==> config.mk <==
export PLATFORM = sky130hd
export DESIGN_NAME = xlat_tlb
export DESIGN_NICKNAME = d
export VERILOG_FILES = /design/src/rtl/xlat_tlb_pkg.sv /design/src/rtl/xlat_tlb_store.sv /design/src/rtl/xlat_tlb_match.sv /design/src/rtl/xlat_tlb_plru.sv /design/src/rtl/xlat_tlb.sv
export SDC_FILE = /design/constraint.sdc
export NUM_CORES = 2
export LEC_CHECK = 0
export BUFFER_PORTS_ARGS = -buffer_cell sky130_fd_sc_hd__buf_2
export CORE_MARGIN = 3
export CORE_UTILIZATION = 51
export CTS_CLUSTER_DIAMETER = 60
export CTS_CLUSTER_SIZE = 25
export DETAILED_ROUTE_END_ITERATION = 10
export PLACE_DENSITY = 0.64
export REMOVE_ABC_BUFFERS = 1
export SYNTH_ARGS = -nofsm -noshare
export SYNTH_HDL_FRONTEND = slang
export SYNTH_SLANG_ARGS = --single-unit
==> constraint.sdc <==
create_clock -name clk -period 8.7 [get_ports clk]
set_input_delay 0.435 -clock clk [delete_from_list [all_inputs] [get_ports clk]]
set_output_delay 0.435 -clock clk [all_outputs]
set_load 0.05 [all_outputs]
==> src/rtl/xlat_tlb_pkg.sv <==
package xlat_tlb_pkg;

  // Associativity is fixed at four by the 3-bit tree replacement state.
  localparam int unsigned WAYS = 4;

  typedef logic [1:0] way_t;
  typedef logic [2:0] plru_t;

  // Victim: bit0 picks the pair, bit1/bit2 pick within pair 0/1.
  function automatic way_t plru_victim(input plru_t st);
    way_t w;
    if (st[0]) w = {1'b1, st[2]};
    else       w = {1'b0, st[1]};
    return w;
  endfunction

  // Move the tree away from way w.
  function automatic plru_t plru_touch(input plru_t st, input way_t w);
    plru_t r;
    r    = st;
    r[0] = ~w[1];
    if (w[1]) r[2] = ~w[0];
    else      r[1] = ~w[0];
    return r;
  endfunction

  // Index of the set bit in a one-hot (or zero) vector.
  function automatic way_t onehot_idx(input logic [WAYS-1:0] v);
    way_t r;
    r = '0;
    for (int i = 0; i < WAYS; i++) begin
      if (v[i]) r = way_t'(i);
    end
    return r;
  endfunction

  // Lowest-numbered clear bit.
  function automatic way_t first_clear(input logic [WAYS-1:0] v);
    way_t r;
    r = '0;
    for (int i = WAYS - 1; i >= 0; i--) begin
      if (!v[i]) r = way_t'(i);
    end
    return r;
  endfunction

  // Even parity bit over up to 32 bits (zero-extended).
  function automatic logic even_par(input logic [31:0] v);
    return ^v;
  endfunction

endpackage

==> src/rtl/xlat_tlb_store.sv <==
module xlat_tlb_store
  import xlat_tlb_pkg::*;
#(
  parameter int unsigned SETS  = 16,
  parameter int unsigned TAG_W = 16,
  parameter int unsigned PFN_W = 20,
  localparam int unsigned IDX_W = $clog2(SETS)
) (
  input  logic                        clk,
  input  logic                        rst_n,
  input  logic                        flush,
  // write port
  input  logic                        we,
  input  logic [IDX_W-1:0]            wr_set,
  input  way_t                        wr_way,
  input  logic [TAG_W-1:0]            wr_tag,
  input  logic [PFN_W-1:0]            wr_pfn,
  input  logic                        wr_tpar,
  input  logic                        wr_dpar,
  // read port A (lookup)
  input  logic [IDX_W-1:0]            ra_set,
  output logic [WAYS-1:0]             ra_vld,
  output logic [WAYS-1:0][TAG_W-1:0]  ra_tag,
  output logic [WAYS-1:0][PFN_W-1:0]  ra_pfn,
  output logic [WAYS-1:0]             ra_tpar,
  output logic [WAYS-1:0]             ra_dpar,
  // read port B (fill placement)
  input  logic [IDX_W-1:0]            rb_set,
  output logic [WAYS-1:0]             rb_vld,
  output logic [WAYS-1:0][TAG_W-1:0]  rb_tag
);

  logic [WAYS-1:0]  vld_m  [SETS];
  logic [TAG_W-1:0] tag_m  [SETS][WAYS];
  logic [PFN_W-1:0] pfn_m  [SETS][WAYS];
  logic             tpar_m [SETS][WAYS];
  logic             dpar_m [SETS][WAYS];

  always_ff @(posedge clk) begin
    if (!rst_n || flush) begin
      for (int s = 0; s < SETS; s++) vld_m[s] <= '0;
    end else if (we) begin
      vld_m[wr_set][wr_way] <= 1'b1;
    end
  end

  always_ff @(posedge clk) begin
    if (we && !flush) begin
      tag_m[wr_set][wr_way]  <= wr_tag;
      pfn_m[wr_set][wr_way]  <= wr_pfn;
      tpar_m[wr_set][wr_way] <= wr_tpar;
      dpar_m[wr_set][wr_way] <= wr_dpar;
    end
  end

  assign ra_vld = vld_m[ra_set];
  assign rb_vld = vld_m[rb_set];

  for (genvar w = 0; w < WAYS; w++) begin : g_rd
    assign ra_tag[w]  = tag_m[ra_set][w];
    assign ra_pfn[w]  = pfn_m[ra_set][w];
    assign ra_tpar[w] = tpar_m[ra_set][w];
    assign ra_dpar[w] = dpar_m[ra_set][w];
    assign rb_tag[w]  = tag_m[rb_set][w];
  end

endmodule

==> src/rtl/xlat_tlb_match.sv <==
module xlat_tlb_match
  import xlat_tlb_pkg::*;
#(
  parameter int unsigned TAG_W = 16,
  parameter int unsigned PFN_W = 20
) (
  input  logic [TAG_W-1:0]            cmp_tag,
  input  logic [WAYS-1:0]             vld,
  input  logic [WAYS-1:0][TAG_W-1:0]  tag,
  input  logic [WAYS-1:0][PFN_W-1:0]  pfn,
  input  logic [WAYS-1:0]             tpar,
  input  logic [WAYS-1:0]             dpar,
  output logic [WAYS-1:0]             good_vec,
  output logic [WAYS-1:0]             perr_vec,
  output logic [PFN_W-1:0]            hit_pfn
);

  logic [WAYS-1:0] raw_vec;
  logic [WAYS-1:0] bad_vec;

  for (genvar w = 0; w < WAYS; w++) begin : g_way
    assign raw_vec[w]  = vld[w] && (tag[w] == cmp_tag);
    assign bad_vec[w]  = (tpar[w] != even_par(32'(tag[w]))) ||
                         (dpar[w] != even_par(32'(pfn[w])));
    assign good_vec[w] = raw_vec[w] && !bad_vec[w];
    assign perr_vec[w] = raw_vec[w] && bad_vec[w];
  end

  always_comb begin
    hit_pfn = '0;
    for (int w = 0; w < WAYS; w++) begin
      if (good_vec[w]) hit_pfn = hit_pfn | pfn[w];
    end
  end

endmodule

==> src/rtl/xlat_tlb_plru.sv <==
module xlat_tlb_plru
  import xlat_tlb_pkg::*;
#(
  parameter int unsigned SETS = 16,
  localparam int unsigned IDX_W = $clog2(SETS)
) (
  input  logic                 clk,
  input  logic                 rst_n,
  input  logic                 flush,
  input  logic                 lk_touch,
  input  logic [IDX_W-1:0]     lk_set,
  input  way_t                 lk_way,
  input  logic                 fl_touch,
  input  logic [IDX_W-1:0]     fl_set,
  input  way_t                 fl_way,
  output plru_t                fl_state,
  output logic [SETS*3-1:0]    all_state
);

  plru_t st_q [SETS];

  for (genvar s = 0; s < SETS; s++) begin : g_set
    plru_t nxt;
    always_comb begin
      nxt = st_q[s];
      if (lk_touch && lk_set == IDX_W'(s)) nxt = plru_touch(nxt, lk_way);
      if (fl_touch && fl_set == IDX_W'(s)) nxt = plru_touch(nxt, fl_way);
    end
    always_ff @(posedge clk) begin
      if (!rst_n || flush) st_q[s] <= '0;
      else                 st_q[s] <= nxt;
    end
    assign all_state[s*3 +: 3] = st_q[s];
  end

  assign fl_state = st_q[fl_set];

endmodule

==> src/rtl/xlat_tlb.sv <==
module xlat_tlb
  import xlat_tlb_pkg::*;
#(
  parameter int unsigned VA_W   = 32,
  parameter int unsigned PA_W   = 32,
  parameter int unsigned PAGE_W = 12,
  parameter int unsigned SETS   = 16,
  localparam int unsigned IDX_W = $clog2(SETS),
  localparam int unsigned VPN_W = VA_W - PAGE_W,
  localparam int unsigned PFN_W = PA_W - PAGE_W,
  localparam int unsigned TAG_W = VPN_W - IDX_W
) (
  input  logic              clk,
  input  logic              rst_n,
  input  logic              flush,
  input  logic              lk_valid,
  input  logic [VA_W-1:0]   lk_vaddr,
  output logic              lk_hit,
  output logic [PA_W-1:0]   lk_paddr,
  output logic              lk_perr,
  input  logic              fill_valid,
  input  logic [VPN_W-1:0]  fill_vpn,
  input  logic [PFN_W-1:0]  fill_pfn,
  input  logic [1:0]        fill_par_flip
);

  // address split
  logic [IDX_W-1:0] lk_set, fl_set;
  logic [TAG_W-1:0] lk_tag, fl_tag;
  assign lk_set = lk_vaddr[PAGE_W +: IDX_W];
  assign lk_tag = lk_vaddr[VA_W-1 -: TAG_W];
  assign fl_set = fill_vpn[IDX_W-1:0];
  assign fl_tag = fill_vpn[VPN_W-1 -: TAG_W];

  // storage read data
  logic [WAYS-1:0]             ra_vld, ra_tpar, ra_dpar, fl_rd_valid;
  logic [WAYS-1:0][TAG_W-1:0]  ra_tag, fl_rd_tag;
  logic [WAYS-1:0][PFN_W-1:0]  ra_pfn;

  // named internal events
  logic [WAYS-1:0]  lk_good_vec, lk_perr_vec, fl_match_vec;
  logic [PFN_W-1:0] lk_hit_pfn;
  logic             lk_hit_now, lk_perr_now, lk_touch;
  logic             fl_match_any, fl_full, fill_we;
  way_t             lk_way, fl_way;
  plru_t            fl_state;
  logic [SETS*3-1:0] plru_flat;
  logic             wr_tpar, wr_dpar;

  xlat_tlb_store #(.SETS(SETS), .TAG_W(TAG_W), .PFN_W(PFN_W)) store_i (
    .clk     (clk),
    .rst_n   (rst_n),
    .flush   (flush),
    .we      (fill_we),
    .wr_set  (fl_set),
    .wr_way  (fl_way),
    .wr_tag  (fl_tag),
    .wr_pfn  (fill_pfn),
    .wr_tpar (wr_tpar),
    .wr_dpar (wr_dpar),
    .ra_set  (lk_set),
    .ra_vld  (ra_vld),
    .ra_tag  (ra_tag),
    .ra_pfn  (ra_pfn),
    .ra_tpar (ra_tpar),
    .ra_dpar (ra_dpar),
    .rb_set  (fl_set),
    .rb_vld  (fl_rd_valid),
    .rb_tag  (fl_rd_tag)
  );

  xlat_tlb_match #(.TAG_W(TAG_W), .PFN_W(PFN_W)) match_i (
    .cmp_tag  (lk_tag),
    .vld      (ra_vld),
    .tag      (ra_tag),
    .pfn      (ra_pfn),
    .tpar     (ra_tpar),
    .dpar     (ra_dpar),
    .good_vec (lk_good_vec),
    .perr_vec (lk_perr_vec),
    .hit_pfn  (lk_hit_pfn)
  );

  assign lk_perr_now = lk_valid && (|lk_perr_vec);
  assign lk_hit_now  = lk_valid && (|lk_good_vec) && !(|lk_perr_vec);
  assign lk_touch    = lk_hit_now;
  assign lk_way      = onehot_idx(lk_good_vec);

  // fill placement: same tag, then first empty way, then tree victim
  for (genvar w = 0; w < WAYS; w++) begin : g_flm
    assign fl_match_vec[w] = fl_rd_valid[w] && (fl_rd_tag[w] == fl_tag);
  end
  assign fl_match_any = |fl_match_vec;
  assign fl_full      = &fl_rd_valid;
  assign fill_we      = fill_valid && !flush;

  always_comb begin
    if (fl_match_any)  fl_way = onehot_idx(fl_match_vec);
    else if (!fl_full) fl_way = first_clear(fl_rd_valid);
    else               fl_way = plru_victim(fl_state);
  end

  assign wr_tpar = even_par(32'(fl_tag))   ^ fill_par_flip[0];
  assign wr_dpar = even_par(32'(fill_pfn)) ^ fill_par_flip[1];

  xlat_tlb_plru #(.SETS(SETS)) plru_i (
    .clk       (clk),
    .rst_n     (rst_n),
    .flush     (flush),
    .lk_touch  (lk_touch),
    .lk_set    (lk_set),
    .lk_way    (lk_way),
    .fl_touch  (fill_we),
    .fl_set    (fl_set),
    .fl_way    (fl_way),
    .fl_state  (fl_state),
    .all_state (plru_flat)
  );

  // registered result
  always_ff @(posedge clk) begin
    if (!rst_n) begin
      lk_hit   <= 1'b0;
      lk_perr  <= 1'b0;
      lk_paddr <= '0;
    end else begin
      lk_hit   <= lk_hit_now;
      lk_perr  <= lk_perr_now;
      lk_paddr <= lk_hit_now ? {lk_hit_pfn, lk_vaddr[PAGE_W-1:0]} : '0;
    end
  end

endmodule

==> flow_metrics.env <==
export IMPL_skew_ps=40.4
export IMPL_avgSynthCellArea_um2=20.6
export IMPL_seq_area_frac_synth=0.691
export IMPL_ff2ff_path_depth=11
export IMPL_overflow=0
export IMPL_final_cell_mix="edfxtp_1 (2,432), mux4_2 (1,007), a22oi_1 (248), xnor2_1 (213), buf_4 (195)"
export IMPL_min_period_ps=6710
export IMPL_path_depth=13
export IMPL_portBuffers=112
export IMPL_synth_warnings=0
export IMPL_avgViaCountPerCell=6.84
export IMPL_yosysUniqueCellTypes=68
export IMPL_area_growth_pct=10.2
export IMPL_slowest_delay_ps=1180
export IMPL_crit_start="fill_vpn[0]"
export IMPL_finalSetupTns_ps=0
export IMPL_pre_cts_ws_ps=1120
export IMPL_place_inst=8135
export IMPL_synth_area_um2=110000
export IMPL_route_detailed_drc=0
export IMPL_final_area_um2=121000
export IMPL_hold_path_class="input port to flop"
export IMPL_grt_max_degree=92
export IMPL_crit_buf_inv=4
export IMPL_dr_pass1_iters=5
export IMPL_grt_total_usage=0.285
export IMPL_rr_startpoint="store_i.tag_m[0][13]"
export IMPL_synth_ff_latch_count=2578
export IMPL_clk_latency_ps=850
export IMPL_finalHoldViolations=0
export IMPL_drt_iter0_drc=8123
export IMPL_die_y_um=470
export IMPL_fp_row_count=169
export IMPL_power_mw=25.1
export IMPL_power_frac_comb=0.096
export IMPL_clockBufferDepth=3
export IMPL_path_cells="buf_8 > buf_4 > mux4_2 > mux4_2 > xnor2_1 > nand4_1 > nor3_1 > nand4_1 > nand3_1 > buf_4 > nand2b_1 > a21oi_4 > buf_4"
export IMPL_dpl_cell_area_um2=115000
export IMPL_cts_tree="done"
export IMPL_cpMostUsedCell="buf_4"
export IMPL_initial_core_util=0.516
export IMPL_crit_path_max_fanout=67
export IMPL_fin_util=0.568
export IMPL_dieWidth_um=470
export IMPL_synthCells=5333
export IMPL_synth_edf_count=2432
export IMPL_multi_input_area_um2=32500
export IMPL_synthArstFlopShare=0
export IMPL_antenna_found_initial=9
export IMPL_intPower_mw=19.0
export IMPL_core_um2=213000
export IMPL_fmax_mhz=149
export IMPL_setup_ws_ps=1990
export IMPL_p_leak_nw=37.6
export IMPL_finalCritPeriodShare=0.771
export IMPL_crit_end="store_i.tag_m[7][8]"
export IMPL_post_drt_wl_per_cell_um=37.2
export IMPL_required_ps=9150
export IMPL_cp_end_kind="flop"
export IMPL_grt_pass1_vias=58000
export IMPL_r2r_setup_slack_ps=2220
export IMPL_pwr_share_clk=0.356
export IMPL_cp_slowest_cell="nand3_1"
export IMPL_cts_sinks=2578
export IMPL_path_delay_family="simple AND/OR/NAND/NOR gates"
export IMPL_slew_headroom=0.0985
export IMPL_final_common_cell="edfxtp_1"
export IMPL_power_frac_seq=0.548
export IMPL_num_io_pins=113
export IMPL_final_layout_size_suffix_gt1_frac=0.311
export IMPL_pwr_density_cell_nw_per_um2=208
export IMPL_cts_made_buffers=169
export IMPL_grt_first_pass_wirelength_um=445000
export IMPL_swShare=0.246
export IMPL_regArea_um2=76000
export IMPL_vias=58000
export IMPL_critPathLaunchType="input port"
export IMPL_ant_nets=0
export IMPL_hpwl_um=180000
export IMPL_netlist_top_cells_area="edfxtp_1 (66%), mux4_2 (21%), dfxtp_1 (2.7%)"
export IMPL_stdcell_count=8471
export IMPL_cts_root_buffer_cell="clkbuf_16"
export IMPL_synth_top_area_cell="edfxtp_1"
export IMPL_post_cts_buffers=0
export IMPL_r2r_end="store_i.tag_m[7][8]"
export IMPL_place_gp_congestion=0.950
export IMPL_path_class="input port to flop"
export IMPL_synth_ff_type="edfxtp_1"
export IMPL_final_max_slew_viol_count=0
export IMPL_htreeDepth=4
export IMPL_nNetsFinal=5580
export IMPL_maxCapViolCount=0
export IMPL_whs_ps=80.8
export IMPL_arrival_ps=7160
export IMPL_outcome="completed"
export IMPL_rsz0062_at_grt="no"
export IMPL_path_clk_slew_ps=100
export IMPL_n_fill_cell=15800
export IMPL_die_area_um2=221000
export IMPL_wl_um=315000
export IMPL_yosys_area_top_type_share=0.664
export IMPL_worstMarginPinSlew_ps=1350
export IMPL_p_switching_mw=6.19
export IMPL_setup_viol=0
export IMPL_vdd_drop_max_uv=199
layer usage:
| layer | GRT usage | wire length [um] | share of wire | up-vias |
|---|---|---|---|---|
| met5 | 0 | 0 | 0 | - |
| met2 | 0.455 | 153000 | 0.48 | 3274 |
| met4 | 0.0937 | 11400 | 0.036 | 0 |
| met3 | 0.0503 | 28400 | 0.090 | 527 |
| met1 | 0.403 | 123000 | 0.39 | 31400 |
| li1 | - | - | - | 22800 |
how the worst min path moves through the flow:
stage                        from              endpoint  slack [ps]  depth (start not counted)
2_1_floorplan  plru_i.st_q[12][2]    plru_i.st_q[12][2]         440                          2
3_3_place_gp   plru_i.st_q[12][2]    plru_i.st_q[12][2]         450                          2
3_5_place_dp   plru_i.st_q[12][2]    plru_i.st_q[12][2]         460                          2
4_1_cts              fill_vpn[17]  store_i.tag_m[4][61]          30                          1
5_1_grt              fill_vpn[17]  store_i.tag_m[4][61]          50                          1
6_report             fill_vpn[17]  store_i.tag_m[4][61]          80                          1
flip-flops by register name (all words and copies together) (netlist names):
register and count:
plru_i.st_q 48, store_i.tpar_m 64, store_i.tag_m 1024, lk_paddr 32, store_i.pfn_m 1280, store_i.vld_m 64
store_i.dpar_m 64, lk_hit 1, lk_perr 1
power groups by stage:
stage	Sequential (mW)	Combinational, mW	Clock, mW
after floorplan	14.1	1.23	0
after global placement	14.1	2.38	0
after detailed placement	14.1	2.41	0
after CTS	13.8	2.42	9.07
after global routing	13.8	2.53	9.54
final	13.8	2.43	8.94
kinds of logic after synthesis:
kind of cell	Yosys count	synth area share
flip-flops	2578	0.691
multiplexers	1048	0.210
AND/OR/NAND/NOR	515	0.0229
AO/OA/AOI/OAI	510	0.0333
buffers and inverters	378	0.0177
XOR/XNOR	304	0.0253
cell type report:
| cell class | instances | area share |
|---|---|---|
| Antenna cell | 4 | 0.0000826 |
| Inverter | 15 | 0.000485 |
| Multi-Input combinational cell | 2377 | 0.268 |
| Clock buffer | 184 | 0.0363 |
| Sequential cell | 2578 | 0.627 |
| Clock inverter | 132 | 0.0137 |
| Tap cell | 2821 | 0.0291 |
| Timing Repair Buffer | 360 | 0.0249 |
synthesized netlist by cell type, types with 4 or more instances:
cell type     n
nor4_1       10
o21ai_0      36
a21o_1        4
mux2i_1      37
nand4_1      19
buf_1        43
xor2_1       80
nor3_1       26
xnor3_1       8
inv_1        14
buf_6        23
nor2b_1      68
and2_1       24
nand3_1      56
a21oi_1      58
dfxtp_1     146
a311oi_1     11
clkbuf_1    158
a211o_1       6
a211oi_1     10
mux4_2     1007
edfxtp_1   2432
a31oi_1      25
nand2_1     191
or2_2         7
a21boi_0     14
o21a_1       60
and3_1        6
nand2b_1     18
buf_8         5
buf_4        34
a221oi_1      8
o211ai_1      6
buf_2        96
a22oi_1     248
nor2_1       72
xnor2_1     215
a211oi_2      4
what timing repair did:
| item | CTS | global route |
|---|---|---|
| hold endpoints to repair | 44 | 0 |
| gates resized for setup | 0 | 0 |
| hold buffers | 16 | 0 |
Note: power is estimated with default switching activity, not from simulation.
